$ cat src/rtl/lsu_pkg.sv
package lsu_pkg;

    localparam int XLEN   = 32;
    localparam int IMM_W  = 16;
    localparam int LANES  = XLEN / 8;
    localparam int OFS_W  = $clog2(LANES);

    typedef enum logic [1:0] {
        SZ_BYTE = 2'd0,
        SZ_HALF = 2'd1,
        SZ_WORD = 2'd2
    } acc_size_e;

    typedef struct packed {
        logic [XLEN-1:0]  ea;
        logic             misaligned;
        logic [OFS_W-1:0] lane;
    } agen_t;

    // Number of bytes moved by an access of the given size (code 3 acts as word).
    function automatic logic [OFS_W:0] size_bytes(input logic [1:0] sz);
        case (sz)
            SZ_BYTE: size_bytes = (OFS_W+1)'(1);
            SZ_HALF: size_bytes = (OFS_W+1)'(2);
            default: size_bytes = (OFS_W+1)'(LANES);
        endcase
    endfunction

    // Lowest physical lane of the access, after aligning the offset down.
    function automatic logic [OFS_W-1:0] first_lane(input logic [OFS_W-1:0] ofs,
                                                    input logic [1:0]       sz,
                                                    input logic             big);
        logic [OFS_W:0]   nb;
        logic [OFS_W-1:0] al;
        nb = size_bytes(sz);
        al = ofs & ~OFS_W'(nb - 1'b1);
        if (big)
            first_lane = OFS_W'((OFS_W+1)'(LANES) - nb - {1'b0, al});
        else
            first_lane = al;
    endfunction

endpackage

$ cat src/rtl/lsu_agen.sv
module lsu_agen
    import lsu_pkg::*;
(
    input  logic              clk,
    input  logic              rst,
    input  logic              req_valid,
    input  logic [XLEN-1:0]   base_val,
    input  logic [IMM_W-1:0]  offset_imm,
    input  logic [1:0]        req_size,
    input  logic              big_endian,
    output agen_t             agen
);
    logic [XLEN-1:0]  ea;
    logic [OFS_W-1:0] ofs;
    logic [OFS_W:0]   nb;

    always_comb begin
        ea  = base_val + {{(XLEN-IMM_W){offset_imm[IMM_W-1]}}, offset_imm};
        ofs = ea[OFS_W-1:0];
        nb  = size_bytes(req_size);
        agen.ea         = ea;
        agen.misaligned = req_valid && ((ofs & OFS_W'(nb - 1'b1)) != '0);
        agen.lane       = first_lane(ofs, req_size, big_endian);
    end

    assert_byte_never_faults_R2: assert property (@(posedge clk) disable iff (rst)
        (req_valid && req_size == SZ_BYTE) |-> !agen.misaligned);

    assert_idle_no_fault_R2: assert property (@(posedge clk) disable iff (rst)
        !req_valid |-> !agen.misaligned);

endmodule

$ cat src/rtl/lsu_store_steer.sv
module lsu_store_steer
    import lsu_pkg::*;
(
    input  logic              clk,
    input  logic              rst,
    input  logic              wr_en,
    input  logic [1:0]        req_size,
    input  logic [OFS_W-1:0]  lane,
    input  logic [XLEN-1:0]   store_src,
    output logic [LANES-1:0]  be,
    output logic [XLEN-1:0]   wdata
);
    logic [LANES-1:0] mask;

    always_comb begin
        case (req_size)
            SZ_BYTE: mask = LANES'(1);
            SZ_HALF: mask = LANES'(3);
            default: mask = '1;
        endcase
        be = wr_en ? (mask << lane) : '0;
    end

    for (genvar i = 0; i < LANES; i++) begin : g_lane
        always_comb begin
            case (req_size)
                SZ_BYTE: wdata[8*i +: 8] = store_src[7:0];
                SZ_HALF: wdata[8*i +: 8] = store_src[8*(i%2) +: 8];
                default: wdata[8*i +: 8] = store_src[8*i +: 8];
            endcase
        end
    end

    assert_byte_store_one_lane_R4: assert property (@(posedge clk) disable iff (rst)
        (wr_en && req_size == SZ_BYTE) |-> ($countones(be) == 1));

    assert_half_store_pair_R5: assert property (@(posedge clk) disable iff (rst)
        (wr_en && req_size == SZ_HALF) |-> (be == 4'b0011 || be == 4'b1100));

    assert_word_store_all_R6: assert property (@(posedge clk) disable iff (rst)
        (wr_en && req_size == SZ_WORD) |-> (be == 4'b1111));

endmodule

$ cat src/rtl/lsu_load_extract.sv
module lsu_load_extract
    import lsu_pkg::*;
(
    input  logic [1:0]        req_size,
    input  logic              req_signed,
    input  logic [OFS_W-1:0]  lane,
    input  logic [XLEN-1:0]   rdata,
    output logic [XLEN-1:0]   result
);
    logic [XLEN-1:0] shifted;
    logic [7:0]      b;
    logic [15:0]     h;

    always_comb begin
        shifted = rdata >> {lane, 3'b000};
        b = shifted[7:0];
        h = shifted[15:0];
        case (req_size)
            SZ_BYTE: result = {{(XLEN-8){req_signed & b[7]}}, b};
            SZ_HALF: result = {{(XLEN-16){req_signed & h[15]}}, h};
            default: result = rdata;
        endcase
    end

endmodule

$ cat src/rtl/lsu_top.sv
module lsu_top
    import lsu_pkg::*;
(
    input  logic         clk,
    input  logic         rst,
    input  logic         big_endian,
    input  logic         req_valid,
    input  logic         req_store,
    input  logic [1:0]   req_size,
    input  logic         req_signed,
    input  logic [31:0]  base_val,
    input  logic [15:0]  offset_imm,
    input  logic [31:0]  store_src,
    input  logic [31:0]  mem_rdata,
    output logic [31:0]  mem_addr,
    output logic         mem_we,
    output logic [3:0]   mem_be,
    output logic [31:0]  mem_wdata,
    output logic         fault,
    output logic         load_valid,
    output logic [31:0]  load_data
);
    agen_t           agen;
    logic            wr_en;
    logic            ld_go;
    logic [XLEN-1:0] ld_result;

    lsu_agen u_agen (
        .clk        (clk),
        .rst        (rst),
        .req_valid  (req_valid),
        .base_val   (base_val),
        .offset_imm (offset_imm),
        .req_size   (req_size),
        .big_endian (big_endian),
        .agen       (agen)
    );

    assign fault    = agen.misaligned;
    assign mem_addr = agen.ea;
    assign wr_en    = req_valid && req_store && !agen.misaligned;
    assign ld_go    = req_valid && !req_store && !agen.misaligned;
    assign mem_we   = wr_en;

    lsu_store_steer u_store (
        .clk       (clk),
        .rst       (rst),
        .wr_en     (wr_en),
        .req_size  (req_size),
        .lane      (agen.lane),
        .store_src (store_src),
        .be        (mem_be),
        .wdata     (mem_wdata)
    );

    lsu_load_extract u_load (
        .req_size   (req_size),
        .req_signed (req_signed),
        .lane       (agen.lane),
        .rdata      (mem_rdata),
        .result     (ld_result)
    );

    always_ff @(posedge clk) begin
        if (rst) begin
            load_valid <= 1'b0;
            load_data  <= '0;
        end else begin
            load_valid <= ld_go;
            if (ld_go)
                load_data <= ld_result;
        end
    end

    assert_fault_blocks_write_R3: assert property (@(posedge clk) disable iff (rst)
        fault |-> (!mem_we && mem_be == 4'b0000));

    assert_no_enable_without_we_R3: assert property (@(posedge clk) disable iff (rst)
        !mem_we |-> (mem_be == 4'b0000));

    assert_load_valid_follows_R11: assert property (@(posedge clk) disable iff (rst)
        (req_valid && !req_store && !fault) |=> load_valid);

    assert_hold_when_idle_R11: assert property (@(posedge clk) disable iff (rst)
        !(req_valid && !req_store && !fault) |=> (!load_valid && $stable(load_data)));

    assert_reset_clears_R12: assert property (@(posedge clk)
        rst |=> (!load_valid && load_data == 32'd0));

endmodule

$ cat config.mk
export PLATFORM = sky130hd
export DESIGN_NAME = lsu_top
export DESIGN_NICKNAME = d
export VERILOG_FILES = /design/src/rtl/lsu_pkg.sv /design/src/rtl/lsu_agen.sv /design/src/rtl/lsu_store_steer.sv /design/src/rtl/lsu_load_extract.sv /design/src/rtl/lsu_top.sv
export SDC_FILE = /design/constraint.sdc
export NUM_CORES = 1
export LEC_CHECK = 0
export BUFFER_PORTS_ARGS = -buffer_cell sky130_fd_sc_hd__buf_2
export CORE_AREA = 2 2 100 102
export CTS_BUF_LIST = sky130_fd_sc_hd__clkbuf_4 sky130_fd_sc_hd__clkbuf_8
export CTS_CLUSTER_DIAMETER = 60
export DETAILED_ROUTE_END_ITERATION = 16
export DIE_AREA = 0 0 102 104
export GPL_TIMING_DRIVEN = 0
export PLACE_DENSITY = 0.75
export SYNTH_ARGS = -nofsm -noshare
export SYNTH_HDL_FRONTEND = slang
export SYNTH_SLANG_ARGS = --single-unit
$ cat constraint.sdc
create_clock -name clk -period 3.7 [get_ports clk]
set_input_delay 0.74 -clock clk [delete_from_list [all_inputs] [get_ports clk]]
set_output_delay 0.74 -clock clk [all_outputs]
set_load 0.03 [all_outputs]
==> results.md, run 1 <==
- CTS hold repair buffers: 0
- Crit path time final: 3640 ps
- Pint: 0.00100 W
- Post-synthesis async set-or-reset flop share: 0%
- First-pass DRT Iterations: 5
- Pleak: 2.67 nW
- Combinational share of power: 59.6%
- Final ANT Viol Nets: 0
- CTS max path bufs: 2
- Worst Tran Pin Value: 686 ps
- Final Hold Viols: 0
- Flops & latches, synth: 33
- # setup viols final: 0
- RSZ-0062 raised after global routing: yes
- Starting Density: 40.3%
- Cell family with most CP delay: compound AO/OA/AOI/OAI gates
- CORE AREA: 9550 um2
- Layout area overhead: 44.7%
- DRC: 0
- Max-Cap Viols: 0
- Main synth FF type: dfxtp_1
- Leading cell type in the layout, fill and taps excluded: buf_2
- Buf/Inv on CP: 3
- CTS clk-pin slew, worst paths: 70 ps
- CTS Buf Count: 5
- Post-Route Setup TNS: 0 ps
- Worst hold path class: register to register
- Slowest cell delay on critical path: 430 ps
- Final core occ: 58.4%
- Later-pin clock latency in the skew report: 280 ps
- WL/cell: 15.9 um
- Final setup margin: 60.5 ps
- Initial antenna violation count: 1
- Mapped Avg Cell Area: 7.44 um2
- Clock Power Share: 19.5%
- Grt total ovfl: 0
- Seq pwr share: 20.9%
- CTS tree: done
- All-Layer GR Usage: 24.3%
- CP cell instances: buf_6 > ha_4 > fa_2 > a211oi_4 > o21ai_2 > nand3_1 > nand3b_1 > a211oi_4 > buf_6 > o32ai_4 > a211oi_2 > buf_4
- Hpwl dp: 11200 um
- WP data arrival: 2900 ps
- Die X: 102 um
- Post-Synthesis Cells: 518
- First-pass GRT wire length: 21300 um
- Most frequent cells in the layout: 218 x buf_2, 83 x nand2_1, 50 x nor2_1
- CTS H-Tree Depth: 2
- Gpl congestion: 0.948
- PwrDens: 331 nW/um2
- Clock Root Buffer: clkbuf_8
- Setup Skew: 0 ps
- Fillers: 890
- Cell variety after synth: 56
- Critical path capture point type: primary output
- Std-Cell Rows: 36
- Layout cells sized above 1: 43.0%
- Routed vias/inst: 5.45
- Max-slew violation count: 0
- EDFF count, synth: 0
- Kind of critical path: primary input to primary output
- Overall Power: 0.00185 W
- Starting DRT DRC Count: 196
- Startpoint types: primary input
- Vias in the first global route: 4575
- Clk sinks: 33
- IO Pins: 223
- YS warnings: 0
- Cell Area, Synth: 3850 um2
- Post-Syn Nets: 671
- Die area: 10600 um2
- Sequential area share after synthesis: 17.1%
- Maximum VDD drop: 0.185 mV
- Status: finished, final reports clean
- Worst slew margin: 54.3%
- Fmax: 275 MHz
- CP max stage cell: fa_2
- NumNets Final: 907
- CP Max Fanout: 5
- Total vias in the final route: 4848
- Die height: 104 um
- P_sw: 0.000845 W
- Port buffer count: 221
- Tcrit/Tclk final: 98.4%
- Largest net degree at the start of global routing: 18
- Sw Share: 45.8%
- DP Worst Slack: -422 ps
- Routed Wire Length: 14100 um
- Critical Path RT: 2960 ps
## synthesized netlist by cell type, types with 10 or more instances
cell       n  area (um2)
a211oi_1  14         105
a211oi_2  11         138
a21oi_1   47         235
clkbuf_1  18        67.6
dfxtp_1   33         661
ha_1      32         400
mux2_2    14         158
mux2i_1   13         130
nand2_1   83         312
nor2_1    51         191
o21ai_0   30         150
o221ai_1  10        87.6
xnor2_1   20         175
xor2_1    10        87.6
## path summary, 6_finish.rpt
| kind | from | to | slack, ps | cells past startpoint |
|---|---|---|---|---|
| min | load_data[5] | load_data[5] | 460 | 2 |
| max | base_val[0] | mem_addr[24] | 60 | 12 |
| min reg2reg | load_data[5] | load_data[5] | 460 | 2 |
| max reg2reg | load_data[31] | load_data[31] | 2970 | 2 |
## worst register-to-register path, stage by stage, from the launching register on
cell      delay (ps)
dfxtp_1          360
nor2_1            60
a211oi_1         220
## metrics by stage
| step | hold slack (ps) | area, um2 | instances |
|---|---|---|---|
| floorplan | 580 | 3880 | 518 |
| global route | 478 | 5570 | 888 |
| detailed placement | 449 | 5150 | 872 |
| CTS | 459 | 5350 | 882 |
| finish | 456 | 5580 | 889 |
| global placement | 444 | 5150 | 872 |
## sequential cells by signal, summed over array words and instances, names as in the netlist
register	flops
load_data	32
load_valid	1
## power by group through the flow
| stage | logic (W) | registers, W | clock network, W |
|---|---|---|---|
| after global placement | 0.000998 | 0.000394 | 0 |
| after global routing | 0.00117 | 0.000388 | 0.000380 |
| after floorplan | 0.000669 | 0.000436 | 0 |
| final | 0.00110 | 0.000387 | 0.000360 |
| after detailed placement | 0.00101 | 0.000395 | 0 |
| after CTS | 0.00104 | 0.000387 | 0.000361 |
## per-layer routing
| metal | routed length, um | GRT usage, % | share of wire (%) | vias up |
|---|---|---|---|---|
| li1 | - | - | - | 2353 |
| met1 | 5850 | 29.9 | 41 | 2259 |
| met2 | 7070 | 43.2 | 50 | 208 |
| met3 | 876 | 3.63 | 6.2 | 28 |
| met4 | 310 | 6.95 | 2.2 | 0 |
| met5 | 0 | 0 | 0 | - |
## final cells by class
type	count	area, um2	area share [%]
clock buffers	7	90.1	1.62
repair buffers	230	1210	21.7
inverters	10	37.5	0.673
diodes	1	2.50	0.0449
flip-flops and latches	33	661	11.8
multi-input cells	441	3190	57.1
plain buffers	33	194	3.48
clock inverters	1	30.0	0.539
well taps	133	166	2.98
## timing repair
| action | CTS | global route |
|---|---|---|
| pin swaps | 2 | 13 |
| resized for setup | 16 | 40 |
| setup endpoints to repair | 26 | 21 |
| setup buffers | 2 | 7 |
## cells by family after synthesis
kind of cell | Yosys count | synth area share (%)
compound gates | 174 | 31.7
xor+xnor | 30 | 6.82
fa+ha+maj | 33 | 10.9
buf+inv | 44 | 5.88
flops | 33 | 17.1
mux | 28 | 7.83
simple gates | 176 | 19.7
(Power assumes the default switching activity.)
==> inputs of run 2 (changes only) <==
--- a/config.mk
+++ b/config.mk
@@ -13,6 +13,7 @@
 export DIE_AREA = 0 0 102 104
 export GPL_TIMING_DRIVEN = 0
 export PLACE_DENSITY = 0.75
+export SETUP_SLACK_MARGIN = 0.5
 export SYNTH_ARGS = -nofsm -noshare
 export SYNTH_HDL_FRONTEND = slang
 export SYNTH_SLANG_ARGS = --single-unit
==> results.md, run 2 (synthesis results as in run 1) <==
- Starting DRT DRC Count: 166 (-15%)
- CTS Buf Count: 5 (unchanged)
- Register Area: 661 um2 (unchanged)
- Critical Path RT: 2960 ps (about the same)
- Grt total ovfl: 0 (unchanged)
- Slowest cell delay on critical path: 370 ps (-60 ps)
- Final Hold Viols: 0 (unchanged)
- Later-pin clock latency in the skew report: 280 ps (about the same)
- Max-slew violation count: 0 (unchanged)
- Worst slew margin: 54.7% (+0.44 points)
- Startpoint types: primary input
- CP cell instances: buf_6 > ha_4 > fa_2 > a211oi_4 > o21ai_2 > nand3_1 > nand3b_1 > a211oi_4 > buf_6 > o31ai_4 > xor2_2 > buf_6
- Vias in the first global route: 5004 (+9.4%)
- WP data arrival: 2940 ps (+40 ps)
- Overall Power: 0.00206 W (+11%)
- NumNets Final: 938 (+3.4%)
- Top flop regs: load_data x32, load_valid x1
- WL/cell: 17.3 um (+8.9%)
- Crit path time final: 3680 ps (+43.6 ps)
- Final ANT Viol Nets: 0 (unchanged)
- Final core occ: 69.5% (+11 points)
- First-pass GRT wire length: 24100 um (+13%)
- RSZ-0062 raised after global routing: yes
- Cell family with most CP delay: compound AO/OA/AOI/OAI gates
- Routed Wire Length: 15900 um (+13%)
- Layout cells sized above 1: 54.5% (+11 points)
- Worst Tran Pin Value: 680 ps (-6.56 ps)
- CTS hold repair buffers: 0 (unchanged)
- Fillers: 744 (-16%)
- Die area: 10600 um2 (unchanged)
- Buf/Inv on CP: 3 (unchanged)
- Tcrit/Tclk final: 99.5% (+1.2 points)
- First-pass DRT Iterations: 5 (unchanged)
- Max reg flops: 32 (unchanged)
- Starting Density: 40.3% (unchanged)
- DRC: 0 (unchanged)
- Multi-input gate area: 3740 um2 (+18%)
- Die X: 102 um (unchanged)
- Critical path capture point type: primary output
- Die height: 104 um (unchanged)
- Initial antenna violation count: 1 (unchanged)
- Fmax: 272 MHz (-1.2%)
- Final setup margin: 16.9 ps (-43.6 ps)
- Hold Worst Slack: 454 ps (-2.24 ps)
- Layout area overhead: 72.4%
- Post-Route Setup TNS: 0 ps (unchanged)
- Pleak: 3.04 nW (+14%)
- All-Layer GR Usage: 27.7% (+3.4 points)
- CP Max Fanout: 3 (-2)
- PwrDens: 310 nW/um2 (-6.5%)
- Total vias in the final route: 5112 (+5.4%)
- Setup Skew: 0 ps (unchanged)
- CTS max path bufs: 2 (unchanged)
- Port buffer count: 221 (unchanged)
- Gpl congestion: 0.920 (-3.0%)
- Status: finished, final reports clean
- Clock Root Buffer: clkbuf_8
- CTS H-Tree Depth: 2 (unchanged)
- CTS tree: done
- CTS clk-pin slew, worst paths: 70 ps (about the same)
- # setup viols final: 0 (unchanged)
- Biggest register: load_data
- Clk sinks: 33 (unchanged)
- Maximum VDD drop: 0.206 mV (+11%)
- CORE AREA: 9550 um2 (unchanged)
- Routed vias/inst: 5.56 (+1.9%)
- Kind of critical path: primary input to primary output
- CP dominant cell by count: buf_6
- Hpwl dp: 11600 um (+3.8%)
- Std-Cell Rows: 36 (unchanged)
- DP Worst Slack: -232 ps (+190 ps)
- IO Pins: 223 (unchanged)
- CP max stage cell: fa_2
- Most frequent cells in the layout: 177 x buf_2, 81 x nand2_1, 51 x buf_4
- Worst hold path class: register to register
- Leading cell type in the layout, fill and taps excluded: buf_2
- Largest net degree at the start of global routing: 18 (unchanged)
- Max-Cap Viols: 0 (unchanged)
[run 2: path summary, 6_finish.rpt]
kind / start / endpoint / slack, ps / cells after the start
worst max register to register: load_data[19] / load_data[19] / 2950 / 2
worst min register to register: load_data[2] / load_data[2] / 450 / 2
worst max-delay path: offset_imm[0] / mem_addr[20] / 20 / 12
worst min-delay path: load_data[2] / load_data[2] / 450 / 2
[run 2: repair_timing]
action / CTS / global route
pin swaps: 43 / 24
setup endpoints to repair: 44 / 44
gates resized for setup: 113 / 69
buffers inserted: 26 / 13
[run 2: layout make-up]
| cell class | instances | share of cell area [%] |
|---|---|---|
| antenna | 1 | 0.0377 |
| buffer | 34 | 3.99 |
| clock buffer | 6 | 1.15 |
| clock inverter | 2 | 0.151 |
| inverter | 10 | 0.565 |
| multi-input combinational | 441 | 56.4 |
| sequential | 33 | 9.95 |
| tap | 133 | 2.51 |
| timing repair buffer | 260 | 25.3 |
[run 2: power breakdown]
part / switching, W / internal [W] / leakage (nW)
Sequential: 0.0000117 / 0.000376 / 0.269
Combinational: 0.000808 / 0.000588 / 2.73
Clock: 0.000133 / 0.000138 / 0.0484
[run 2: worst register-to-register path: stages, from the launching register on]
cell	delay (ps)
dfxtp_1	350
nor2_1	60
a211oi_1	250
[run 2: metal layers]
layer | vias up | track usage (%) | part of all wire (%)
met5 | - | 0 | 0
met4 | 0 | 8.86 | 2.9
met3 | 39 | 5.71 | 8.0
met2 | 277 | 49.2 | 51
met1 | 2365 | 32.7 | 38
li1 | 2431 | - | -
[run 2: through the flow]
stage | std cells | area (um2)
floorplan | 518 | 4300
global route | 919 | 6640
global placement | 872 | 5570
finish | 920 | 6640
detailed placement | 872 | 5570
CTS | 906 | 6290
